==> src/rtl/pll_ctl_pkg.sv <==
package pll_ctl_pkg;
   localparam int DIV_W_DEF = 8;
   localparam int CNT_W_DEF = 6;
   localparam int MUL_W_DEF = 11;

   // Way the pre-divider treats the ratio that is currently active
   typedef enum logic [1:0] {
      DM_OFF    = 2'd0,
      DM_PASS   = 2'd1,
      DM_DIVIDE = 2'd2
   } div_mode_e;
endpackage

==> src/rtl/pll_ctl_div.sv <==
module pll_ctl_div
   import pll_ctl_pkg::*;
#(
   parameter int DIV_W = DIV_W_DEF
) (
   input  logic             clk,
   input  logic             rst_n,
   input  logic             tick,
   input  logic [DIV_W-1:0] ratio,
   output logic             div_clk
);
   localparam logic [DIV_W-1:0] ONE = DIV_W'(1);
   localparam logic [DIV_W-1:0] TWO = DIV_W'(2);

   logic [DIV_W-1:0] cur_q, cur_d, cnt_q, cnt_d;
   logic             out_q, out_d;
   logic             period_end;

   function automatic div_mode_e classify(input logic [DIV_W-1:0] r);
      if (r == '0)       return DM_OFF;
      else if (r == ONE) return DM_PASS;
      else               return DM_DIVIDE;
   endfunction

   always_comb begin
      period_end = (cur_q < TWO) || (cnt_q == cur_q - ONE);
      cur_d = cur_q;
      cnt_d = cnt_q;
      out_d = out_q;
      if (tick) begin
         if (period_end) begin
            cur_d = ratio;
            cnt_d = '0;
         end else begin
            cnt_d = cnt_q + ONE;
         end
         case (classify(cur_d))
            DM_OFF:  out_d = 1'b0;
            DM_PASS: out_d = 1'b1;
            default: out_d = (cnt_d < (cur_d >> 1));
         endcase
      end else if (classify(cur_q) == DM_PASS) begin
         out_d = 1'b0;
      end
   end

   always_ff @(posedge clk or negedge rst_n) begin
      if (!rst_n) begin
         cur_q <= '0;
         cnt_q <= '0;
         out_q <= 1'b0;
      end else begin
         cur_q <= cur_d;
         cnt_q <= cnt_d;
         out_q <= out_d;
      end
   end

   assign div_clk = out_q;


   div_off_chk: assert property (@(posedge clk) disable iff (!rst_n)
      (cur_q == '0) |-> !out_q);


   ratio_swap_chk: assert property (@(posedge clk) disable iff (!rst_n)
      !$stable(cur_q) |-> $past(tick));
endmodule

==> src/rtl/pll_ctl_lock.sv <==
module pll_ctl_lock
   import pll_ctl_pkg::*;
#(
   parameter int CNT_W = CNT_W_DEF
) (
   input  logic             clk,
   input  logic             rst_n,
   input  logic             load,
   input  logic [CNT_W-1:0] count,
   input  logic             slow_tick,
   input  logic             active,
   output logic             locked
);
   logic [CNT_W-1:0] rem_q;
   logic             lock_q;

   always_ff @(posedge clk or negedge rst_n) begin
      if (!rst_n) begin
         rem_q  <= '0;
         lock_q <= 1'b0;
      end else if (load) begin
         rem_q  <= count;
         lock_q <= 1'b0;
      end else begin
         if (slow_tick && (rem_q != '0)) rem_q <= rem_q - CNT_W'(1);
         lock_q <= active && ((rem_q == '0) || (slow_tick && (rem_q == CNT_W'(1))));
      end
   end

   assign locked = lock_q;


   lock_idle_chk: assert property (@(posedge clk) disable iff (!rst_n)
      !active |-> !lock_q);


   lock_clear_chk: assert property (@(posedge clk) disable iff (!rst_n)
      $past(load) |-> !lock_q);
endmodule

==> src/rtl/pll_ctl_periph.sv <==
module pll_ctl_periph #(
   parameter bit HALF_EN = 1'b1
) (
   input  logic clk,
   input  logic rst_n,
   input  logic clear,
   input  logic vco_tick,
   input  logic enable,
   input  logic half,
   output logic pulse
);
   logic pulse_q;

   generate
      if (HALF_EN) begin : g_half
         logic phase_q;
         always_ff @(posedge clk or negedge rst_n) begin
            if (!rst_n) begin
               phase_q <= 1'b0;
               pulse_q <= 1'b0;
            end else begin
               if (clear)         phase_q <= 1'b0;
               else if (vco_tick) phase_q <= ~phase_q;
               pulse_q <= vco_tick && enable && (!half || phase_q);
            end
         end
      end else begin : g_direct
         logic unused_half;
         assign unused_half = half ^ clear;
         always_ff @(posedge clk or negedge rst_n) begin
            if (!rst_n) pulse_q <= 1'b0;
            else        pulse_q <= vco_tick && enable;
         end
      end
   endgenerate

   assign pulse = pulse_q;


   periph_gate_chk: assert property (@(posedge clk) disable iff (!rst_n)
      !enable |=> !pulse_q);
endmodule

==> src/rtl/pll_ctl.sv <==
module pll_ctl
   import pll_ctl_pkg::*;
#(
   parameter int DIV_W          = DIV_W_DEF,
   parameter int CNT_W          = CNT_W_DEF,
   parameter int MUL_W          = MUL_W_DEF,
   parameter bit PERIPH_HALF_EN = 1'b1,
   localparam int CNT_LSB       = DIV_W,
   localparam int MUL_LSB       = CNT_LSB + CNT_W,
   localparam int SRC_BIT       = MUL_LSB + MUL_W,
   localparam int HALF_BIT      = SRC_BIT + 1,
   localparam int USE_BIT       = HALF_BIT + 1,
   localparam int CFG_W         = USE_BIT + 1
) (
   input  logic             clk,
   input  logic             rst_n,
   input  logic             cfg_we,
   input  logic [CFG_W-1:0] cfg_wdata,
   input  logic             slow_tick,
   input  logic             main_tick,
   input  logic             vco_tick,
   input  logic             sys_from_stage,
   output logic             div_clk,
   output logic [MUL_W-1:0] mult_o,
   output logic             stage_on,
   output logic             locked,
   output logic             periph_use,
   output logic             periph_tick
);
   generate
      if (DIV_W < 2 || CNT_W < 1 || MUL_W < 1) begin : g_bad_param
         $error("pll_ctl: field widths out of range");
      end
   endgenerate

   logic [CFG_W-1:0] cfg_q;
   logic             sel_tick;

   always_ff @(posedge clk or negedge rst_n) begin
      if (!rst_n)      cfg_q <= '0;
      else if (cfg_we) cfg_q <= cfg_wdata;
   end

   assign mult_o     = cfg_q[MUL_LSB +: MUL_W];
   assign stage_on   = (mult_o != '0);
   assign sel_tick   = cfg_q[SRC_BIT] ? main_tick : slow_tick;
   assign periph_use = cfg_q[USE_BIT] && !sys_from_stage;

   pll_ctl_div #(.DIV_W(DIV_W)) u_div (
      .clk     (clk),
      .rst_n   (rst_n),
      .tick    (sel_tick),
      .ratio   (cfg_q[DIV_W-1:0]),
      .div_clk (div_clk)
   );

   pll_ctl_lock #(.CNT_W(CNT_W)) u_lock (
      .clk       (clk),
      .rst_n     (rst_n),
      .load      (cfg_we),
      .count     (cfg_wdata[CNT_LSB +: CNT_W]),
      .slow_tick (slow_tick),
      .active    (stage_on),
      .locked    (locked)
   );

   pll_ctl_periph #(.HALF_EN(PERIPH_HALF_EN)) u_periph (
      .clk      (clk),
      .rst_n    (rst_n),
      .clear    (cfg_we),
      .vco_tick (vco_tick),
      .enable   (periph_use),
      .half     (cfg_q[HALF_BIT]),
      .pulse    (periph_tick)
   );


   sys_block_chk: assert property (@(posedge clk) disable iff (!rst_n)
      sys_from_stage |=> !periph_tick);
endmodule

==> config.mk <==
export PLATFORM = sky130hd
export DESIGN_NAME = pll_ctl
export DESIGN_NICKNAME = d
export VERILOG_FILES = /design/src/rtl/pll_ctl_pkg.sv /design/src/rtl/pll_ctl_div.sv /design/src/rtl/pll_ctl_lock.sv /design/src/rtl/pll_ctl_periph.sv /design/src/rtl/pll_ctl.sv
export SDC_FILE = /design/constraint.sdc
export NUM_CORES = 1
export LEC_CHECK = 0
export BUFFER_PORTS_ARGS = -buffer_cell sky130_fd_sc_hd__buf_4
export CORE_ASPECT_RATIO = 0.6
export CORE_MARGIN = 2
export CORE_UTILIZATION = 38
export DETAILED_ROUTE_END_ITERATION = 16
export PLACE_DENSITY = 0.66
export SLEW_MARGIN = 40
export SYNTH_ARGS = -nofsm -noshare
export SYNTH_HDL_FRONTEND = slang
export SYNTH_HIERARCHICAL = 1
export SYNTH_SLANG_ARGS = --single-unit
==> constraint.sdc <==
create_clock -name clk -period 8.05 [get_ports clk]
set_input_delay 0.4025 -clock clk [delete_from_list [all_inputs] [get_ports clk]]
set_output_delay 0.4025 -clock clk [all_outputs]
set_load 0.05 [all_outputs]
* Word level (Yosys, flattened, before mapping)
Cells that the tools add are included.
** Cells by class
- Add/sub/neg operators :: 3
- $mul :: 0
- Divide/modulo/power cells :: 0
- Magnitude comparators :: 2
- Eq/ne operators :: 6
- Shifts and indexed selects :: 0
- Muxes and demuxes :: 19
- Bitwise operators :: 1
- Reduce and logical (&&, ||, !) cells :: 20
** Operators by type and width (count)
- $mux W8 :: 4
- $eq A8 B1 Y1 const B :: 2
- $logic_not A8 Y1 :: 2
- $mux W2 :: 6
- $mux W6 :: 2
- $reduce_bool A11 Y1 :: 1
- $add A8 B1 Y8 const B :: 1
- $eq A8 B8 Y1 :: 1
- $lt A8 B2 Y1 const B :: 1
- $lt A8 B7 Y1 :: 1
- $sub A8 B1 Y8 const B :: 1
- $eq A6 B1 Y1 const B :: 1
- $logic_and A1 B1 Y1 :: 6
- $logic_not A6 Y1 :: 1
- $mux W1 :: 6
- $reduce_bool A2 Y1 :: 3
- $reduce_bool A6 Y1 :: 1
- $sub A6 B1 Y6 const B :: 1
- $eq A2 B1 Y1 const B :: 2
- $logic_or A1 B1 Y1 :: 3
- $logic_not A1 Y1 :: 2
- $logic_not A2 Y1 :: 1
- $pmux W1 S2 :: 1
- $not A1 Y1 :: 1
** Word-level totals
- Register bits :: 54
- Bits in latches :: 0
- Memory bits (writable) :: 0
- Memory bits (read-only) :: 0
- Input port bits :: 35
- Output and inout bits :: 16
- Word-level logic and storage cells :: 59
- Memories :: 0

* Depth between registers and ports, before layout
Gate-level depths: netlist (run 1).
- Depth in word-level cells :: 12
- Depth in mapped cells :: 17

* Cells and area by module
The synthesis (run 1) kept the hierarchy.
** Modules (own cells, without submodules)
- pll_ctl_div :: times used 1, cells an instance 169, area each 1534.0 um2, seq. area each 425.4 um2
- pll_ctl :: times used 1, cells an instance 63, area each 943.4 um2, seq. area each 550.5 um2
- pll_ctl_lock :: times used 1, cells an instance 56, area each 464.2 um2, seq. area each 175.2 um2
- pll_ctl_periph :: times used 1, cells an instance 7, area each 75.1 um2, seq. area each 50.0 um2

* Worst setup path after synthesis (run 1)
OpenSTA, ideal clock, no wires.
- Path type :: flip-flop to flip-flop
- Start :: reg u_div.cur_q[2]
- End :: reg u_div.out_q, in the netlist u_div/div_clk
- Data arrival time :: 3.373 ns
- Data required time :: 7.920 ns
- Slack :: 4.547 ns
- Stages on the path, launching flop included :: 16
- Clock period less this slack :: 3.503 ns
- Path through :: dfrtp_1 buf_6 or3_4 or3_4 a2111oi_4 o211ai_1 nand2b_1 buf_2 buf_4 mux2i_1 ha_1 nor2b_1 and2_1 a2111o_1 o221ai_1 o211ai_2
** On the way
- Cells in the longest elaborated chain, start to end :: 12
** RTL lines
- start: declaration :: line pll_ctl_div.sv:15 : logic [DIV_W-1:0] cur_q, cur_d, cnt_q, cnt_d;
- start signal: assignment :: line pll_ctl_div.sv:53 : cur_q <= cur_d;
- $sub A8 B1 Y8 :: line pll_ctl_div.sv:26 : period_end = (cur_q < TWO) || (cnt_q == cur_q - ONE);
- $eq A8 B8 Y1 :: line pll_ctl_div.sv:26
- $logic_or A1 B1 Y1 :: line pll_ctl_div.sv:26
- $mux W8 :: line pll_ctl_div.sv:31 : if (period_end) begin
- $mux W8 :: line pll_ctl_div.sv:30 : if (tick) begin
- $eq A8 B1 Y1 :: line pll_ctl_div.sv:21 : else if (r == ONE) return DM_PASS;
- $mux W2 :: line pll_ctl_div.sv:21
- $mux W2 :: line pll_ctl_div.sv:20 : if (r == '0) return DM_OFF;
- $mux W2 :: line pll_ctl_div.sv:30
- $eq A2 B1 Y1 or $logic_not A2 Y1 (tied branches) :: line pll_ctl_div.sv:37 : case (classify(cur_d))
- $pmux W1 S2 :: line pll_ctl_div.sv:37
- $mux W1 :: line pll_ctl_div.sv:30
- end signal: assignment :: line pll_ctl_div.sv:55 : out_q <= out_d;
- end: declaration :: line pll_ctl_div.sv:16 : logic out_q, out_d;
Parallel ways exist; a longest one is shown, timed or not. The select of a mux whose other input is x is not followed.
A chain may end at the register's enable or synchronous reset.

* Worst setup path in the final report (run 1)
- Start :: reg u_div.cur_q[1]
- End :: reg u_div.out_q, in the netlist u_div/div_clk
Same word-level chain as after synthesis.

==> results_dict.tcl, run 1 <==
set metrics [dict create \
    worst_r2r_path_depth 13 \
    rsz0062_at_grt "false" \
    first_global_vias 2053 \
    grt_first_pass_wirelength_um 10900 \
    drt_iter0_markers 181 \
    clkSlewWorstSetupHoldPaths_ps 70 \
    pin_count_of_the_biggest_net_entering_global_routing 49 \
    synth-xor-area-share_pct 3.77 \
    final_area_um2 3520 \
    fmaxAchievable_ghz 0.248 \
    tns_ps 0 \
    criticalPathCategory "reg -> reg" \
    clock_path_buffers 2 \
    numCtsBuffers 5 \
    clk_root_buffer_cell "clkbuf_16" \
    power.total_w 0.00106 \
    die_x_um 119 \
    ioPinCount 51 \
    critical_path.endpoint_type "flop" \
    routed_wl_um 6810 \
    postSynth.asyncResetShare_pct 100 \
    drtPass1Iterations 5 \
    final-setup-viol-count 0 \
    synthesis.nets 342 \
    floorplan.initialDensity_pct 38.7 \
    grt_overflow_total 0 \
    fin_nets 375 \
    synth.cell_area_um2 3020 \
    post_synth.cell_area_avg_um2 10.2 \
    hold_viol 0 \
    insertedDiodeCount 0 \
    most_common_cell_after_layout_fill_and_taps_aside "buf_4" \
    min-delay-path-class "in -> async" \
    row_count 25 \
    seq_total_area_yosys_pct 39.8 \
    cp.required_ps 8210 \
    synth_fa_ha_area_share_pct 4.98 \
    core_um2 7790 \
    count_of_input_and_output_buffers 50 \
    post_synthesis_sequential_element_count 48 \
    die_area_um2 8690 \
    grt_use_total_pct 16.1 \
    dr_total_vias 2349 \
    critical_path.reg2reg.startpoint "u_div/cur_q[1]" \
    detailed_place.area_um2 3360 \
    cp_data_arrival_time_ps 4190 \
    gp_congestion 0.933 \
    detail_route.drc_violations 0 \
    cts_hold_buffers 0 \
    cts_tree "done" \
    vertical_extent_of_the_die_um 73.0 \
    initial_antenna_violation_count 0 \
    crit_path_max_fanout 15 \
    dominantRegCellSynth "dfrtp_1" \
    status "complete, no violations" \
    final_antenna_net_count 0 \
    most-common-layout-cells "buf_4 (50), dfrtp_1 (48), mux2_2 (24)" \
    p_per_area_nw_per_um2 303 \
    worst_slew_pin_slew_ps 714 \
    vdd_drop_max_mv 0.136 \
    ctsHtreeMaxLevel 2 \
    finalWorstSetupSlack_ps 4020 \
    reg2reg_setup_slack_ps 4020 \
    kind_of_launch_point_of_the_worst_setup_path "flop" \
    hpwlAfterDp_um 5090 \
    post-cts-setup-buffers 0 \
    clock_latency_ps 290 \
    clock-sinks 48 \
    crit-reg2reg-capture "u_div/div_clk" \
    max-cap-violations 0 \
    worst_hold_slack_ps 119 \
    slew_viol_final 0 \
    ys_warn_count 6 \
    post_synthesis_compound_gate_area_fraction_pct 13.7 \
    muxShareOfSynthArea_pct 13.5 \
    layout-area-overhead-vs-synth_pct 16.6 \
    layout-drive-gt1-share_pct 28.0 \
    yosysUniqueCellTypes 58 \
    route.detailed.wl_per_inst_um 15.6 \
    number_of_enable_type_register_cells_in_the_synthesized_netlist 0 \
    final.period_utilization_pct 50.0 \
    power_leakage_nw 1.49 \
    syn_inst 295 \
    slew_headroom_pct 52.4 \
    post_dr_vias_cell 5.38 \
    skew_ps 12.3 \
    largest_family_of_logic_cells_by_synthesized_area "simple AND/OR/NAND/NOR gates" \
    placement.setup.worst_slack_ps 4110 \
    cts.repair.resized 0 \
    finalCriticalPeriod_ps 4030 \
    post_synth_and_or_nand_nor_area_fraction_pct 17.3 \
]
-- synthesized netlist by cell type, drive strengths merged, types with 2 or more instances --
| master | n | area (um2) |
|---|---|---|
| a211o | 2 | 18.8 |
| a21boi | 3 | 22.5 |
| a21oi | 14 | 70.1 |
| a31oi | 2 | 12.5 |
| and2 | 3 | 18.8 |
| buf | 18 | 148 |
| clkbuf | 6 | 22.5 |
| dfrtp | 48 | 1200 |
| ha | 12 | 150 |
| inv | 10 | 37.5 |
| mux2 | 30 | 338 |
| mux2i | 7 | 70.1 |
| nand2 | 20 | 77.6 |
| nand2b | 7 | 43.8 |
| nand3 | 11 | 55.1 |
| nand3b | 3 | 22.5 |
| nand4 | 3 | 18.8 |
| nand4b | 2 | 17.5 |
| nor2 | 15 | 56.3 |
| nor2b | 5 | 31.3 |
| nor3 | 8 | 40.0 |
| nor3b | 3 | 22.5 |
| nor4 | 5 | 37.5 |
| o211a | 2 | 20.0 |
| o211ai | 3 | 27.5 |
| o21ai | 8 | 43.8 |
| o22ai | 4 | 25.0 |
| o31ai | 4 | 30.0 |
| o41ai | 2 | 17.5 |
| or2 | 3 | 18.8 |
| or3 | 2 | 22.5 |
| or4 | 3 | 22.5 |
| xnor2 | 11 | 96.3 |
| xor2 | 2 | 17.5 |
-- sequential cells by signal, summed over array words and instances, names as in the netlist --
| signal | count |
|---|---|
| u_lock/locked | 1 |
| u_div/cur_q | 8 |
| u_div/cnt_q | 8 |
| u_periph/g_half.phase_q | 1 |
| u_lock/rem_q | 6 |
| u_div/div_clk | 1 |
| cfg_q | 22 |
| u_periph/pulse | 1 |
-- routing by layer --
metal  routed length (um)  global-route usage [%]  up-vias  part of all wire [%]
met5                    0                       0        -                     0
met4                   43                    3.70        0                  0.63
met3                  509                    3.28        4                   7.5
met2                 2640                    20.9       90                    39
met1                 3620                    26.3     1124                    53
li1                     -                       -     1131                     -
-- cells by family (layout without fill, tap and decap cells) --
group	Yosys count	after routing
xor+xnor	13	13
fa+ha+maj	12	12
mux	37	37
compound gates	56	56
flops	48	48
buf+inv	34	68
simple gates	95	95
-- critical path, cell delays in order (launching register included) --
cell	delay, ps
dfrtp_1	490
inv_1	150
ha_1	350
nand2b_1	120
o41ai_1	570
o211ai_1	200
nand2b_1	560
mux2i_1	310
ha_1	200
nor2b_1	60
and2_1	150
a2111o_1	380
o221ai_1	250
o211ai_2	120
-- power by group --
part           total [W]  switching (W)  internal, W
clock network   0.000217      0.0000924     0.000124
logic           0.000472       0.000261     0.000212
registers       0.000376      0.0000861     0.000290
-- worst max path at each step --
| stage | startpoint | end | slack, ps | cells past startpoint |
|---|---|---|---|---|
| after detailed placement | u_div/cur_q[3] | u_div/div_clk | 4110 | 12 |
| after global placement | u_div/cur_q[3] | u_div/div_clk | 4180 | 12 |
| final | u_div/cur_q[1] | u_div/div_clk | 4020 | 13 |
| after floorplan | u_div/cur_q[2] | u_div/div_clk | 4550 | 15 |
| after global routing | u_div/cur_q[1] | u_div/div_clk | 3730 | 13 |
| after CTS | u_div/cur_q[3] | u_div/div_clk | 4060 | 12 |
-- through the flow --
step | cells | utilization [%]
after global routing | 437 | 45.2
final | 437 | 45.2
after floorplan | 295 | -
after global placement | 429 | 43.1
after detailed placement | 429 | 43.1
after CTS | 437 | 45.1
-- layout make-up --
| type | count | area [um2] |
|---|---|---|
| Clock inverter | 2 | 13.8 |
| Multi-Input combinational cell | 213 | 1620 |
| Inverter | 10 | 37.5 |
| Tap cell | 108 | 135 |
| Sequential cell | 48 | 1200 |
| Clock buffer | 6 | 139 |
| Timing Repair Buffer | 50 | 375 |
| Fill cell | 720 | 4270 |
No activity file was read; power rests on OpenSTA's default activity.
==> run 2, diff against run 1 <==
ABC_AREA = 1   (was default)
clock period = 3.9 ns   (was 8.05 ns; I/O delays follow)
==> run 2 against run 1 <==
Against the previous run: maximum frequency is 41% higher; clock-buffer cell count is 1 higher; area after synthesis is 2.6% higher; sequential power is 100% higher; first-iteration DRC count is 28% higher; clock skew is 4.5 ps lower; register-to-register slack worse by 3000 ps; total power is 120% higher; worst setup slack worse by 3000 ps.
==> results_dict.tcl, run 2 <==
set metrics [dict create \
    crit_path_max_fanout 12 \
    grt_first_pass_wirelength_um 12200 \
    max-cap-violations 0 \
    synth-xor-area-share_pct 1.98 \
    min-delay-path-class "in -> reg" \
    post_synth_most_frequent_cells "nand2_1 (122), inv_1 (53), dfrtp_1 (48)" \
    number_of_enable_type_register_cells_in_the_synthesized_netlist 0 \
    layout-drive-gt1-share_pct 23.3 \
    post_synth_and_or_nand_nor_area_fraction_pct 28.3 \
    fmaxAchievable_ghz 0.350 \
    clock-sinks 48 \
    worstHoldStart "cfg_wdata[16]" \
    tns_ps 0 \
    floorplan.initialDensity_pct 39.3 \
    criticalPathCategory "reg -> reg" \
    seq_total_area_yosys_pct 38.8 \
    placement.setup.worst_slack_ps 1140 \
    grt_use_total_pct 17.4 \
    route.detailed.wl_per_inst_um 13.0 \
    clkSlewWorstSetupHoldPaths_ps 70 \
    post_synth.cell_area_avg_um2 7.66 \
    worst_hold_slack_ps 99.3 \
    core_um2 7880 \
    row_count 25 \
    post_dr_vias_cell 4.89 \
    critical_path.reg2reg.startpoint "u_div/cur_q[0]" \
    largest_reg_flops 22 \
    synth.cell_area_um2 3100 \
    drtPass1Iterations 5 \
    power_leakage_nw 1.82 \
    die_area_um2 8910 \
    synth_fa_ha_area_share_pct 4.85 \
    synthesis.nets 451 \
    numCtsBuffers 5 \
    dp_cells 541 \
    final.period_utilization_pct 73.2 \
    largest_family_of_logic_cells_by_synthesized_area "simple AND/OR/NAND/NOR gates" \
    final_antenna_net_count 0 \
    initial_antenna_violation_count 0 \
    multiInputGateArea_um2 1490 \
    vdd_drop_max_mv 0.234 \
    worst_slew_pin_slew_ps 674 \
    most_common_cell_after_layout_fill_and_taps_aside "nand2_1" \
    postSynth.asyncResetShare_pct 100 \
    fillCellCount 807 \
    ff_latch_area_um2 1200 \
    ctsHtreeMaxLevel 2 \
    kind_of_launch_point_of_the_worst_setup_path "flop" \
    detail_route.drc_violations 0 \
    grt_overflow_total 0 \
    muxShareOfSynthArea_pct 0 \
    critPathLaunch "u_div/cur_q[0]" \
    most_area_consuming_cells_after_synthesis "dfrtp_1 (39%), nand2_1 (15%), inv_1 (6.4%)" \
    post_synthesis_sequential_element_count 48 \
    vertical_extent_of_the_die_um 73.9 \
    biggest_regs "cfg_q (22), u_div/cnt_q (8), u_div/cur_q (8)" \
    pin_count_of_the_biggest_net_entering_global_routing 58 \
    hpwlAfterDp_um 5400 \
    finalCriticalPeriod_ps 2860 \
    clk_root_buffer_cell "clkbuf_16" \
    synthDominantCellAreaShare_pct 38.8 \
    final-setup-viol-count 0 \
    final_area_um2 3570 \
    p_per_area_nw_per_um2 670 \
    most-common-layout-cells "nand2_1 (122), inv_1 (53), buf_4 (51)" \
    post_synthesis_compound_gate_area_fraction_pct 13.0 \
    first_global_vias 2521 \
    gp_congestion 0.902 \
    die_x_um 121 \
    ys_warn_count 6 \
    slew_headroom_pct 55.0 \
    detailed_place.area_um2 3410 \
    cp.required_ps 4120 \
    dr_total_vias 2687 \
    hold_viol 0 \
    layout-area-overhead-vs-synth_pct 15.4 \
    skew_ps 7.79 \
    yosysUniqueCellTypes 35 \
    count_of_input_and_output_buffers 50 \
    synthDominantAreaCellType "dfrtp_1" \
    cp_data_arrival_time_ps 3080 \
    fin_nets 488 \
    insertedDiodeCount 0 \
    synthMostInstantiatedCell "nand2_1" \
    slew_viol_final 0 \
    ioPinCount 51 \
    clock_path_buffers 2 \
    cts_tree "done" \
    clock_latency_ps 290 \
    drt_iter0_markers 231 \
    syn_inst 404 \
    status "complete, no violations" \
    critical_path.endpoint_type "flop" \
    routed_wl_um 7150 \
    regMostFlops "cfg_q" \
    rsz0062_at_grt "false" \
    dominantRegCellSynth "dfrtp_1" \
    cell_count_final_fillers_out 550 \
    finalWorstSetupSlack_ps 1040 \
]
## run 2: cell count changes after synthesis, sizes merged, moves of 12 or more
cell	change
inv	+44
o21ai	+44
nand3	+12
nor2	+19
nand2	+111
mux2	-30
## run 2: layer usage
layer	part of all wire (%)	GRT usage (%)	up-vias
li1	-	-	1339
met1	53	26.5	1262
met2	39	24.2	79
met3	7.4	4.81	7
met4	0.67	4.52	0
met5	0	0	-
## run 2: stage by stage
stage	power, W	utilization (%)
CTS	0.00238	45.3
floorplan	0.00166	-
global route	0.00261	45.3
detailed placement	0.00192	43.3
global placement	0.00190	43.3
finish	0.00239	45.3
## run 2: final cells by class
class,instances,area share [%]
repair buffers,52,11.0
clock inverters,1,0.210
well taps,108,3.78
inverters,54,5.68
multi-input cells,280,41.7
clock buffers,7,3.99
flip-flops and latches,48,33.6
## run 2: cells by family (layout without fill, tap and decap cells)
family / after synthesis / in the layout
xor+xnor: 7 / 7
compound gates: 62 / 62
flops: 48 / 48
simple gates: 199 / 199
buf+inv: 76 / 114
fa+ha+maj: 12 / 12
## run 2: repair_timing
item                       CTS  global route
hold endpoints to repair    48             0
gates resized for setup      0             0
hold buffers                 1             0
setup buffers                0             0
setup endpoints to repair    0             0
## run 2: worst paths after layout
kind,endpoint,slack (ps),cells past startpoint
worst min-delay path,cfg_q[16],100,3
max in group asynchronous,cfg_q[17],3020,2
worst max register to register,u_div/div_clk,1040,21
worst min register to register,u_periph/pulse,470,1
min in group asynchronous,u_periph/g_half.phase_q,470,2
worst max-delay path,u_div/div_clk,1040,21
## run 2: worst max-delay path: stages (launching register included)
cell and delay [ps]:
dfrtp_1 400, inv_1 200, ha_1 290, nand2_1 110
nor2_2 120, nand3_1 80, nand2_1 80, nand2_2 70
nor2_4 110, a21boi_1 60, buf_4 180, o21ai_1 350
ha_1 310, nand2_1 60, inv_1 30, nand2_1 50
nand2_1 40, nand2_1 50, nand2_1 40, nand2_1 50
nand2_1 50, nand2_1 50
## run 2: power by group
group	switching [W]	total [W]	internal (W)
sequential	0.000152	0.000758	0.000606
combinational	0.000765	0.00119	0.000430
clock	0.000185	0.000441	0.000256
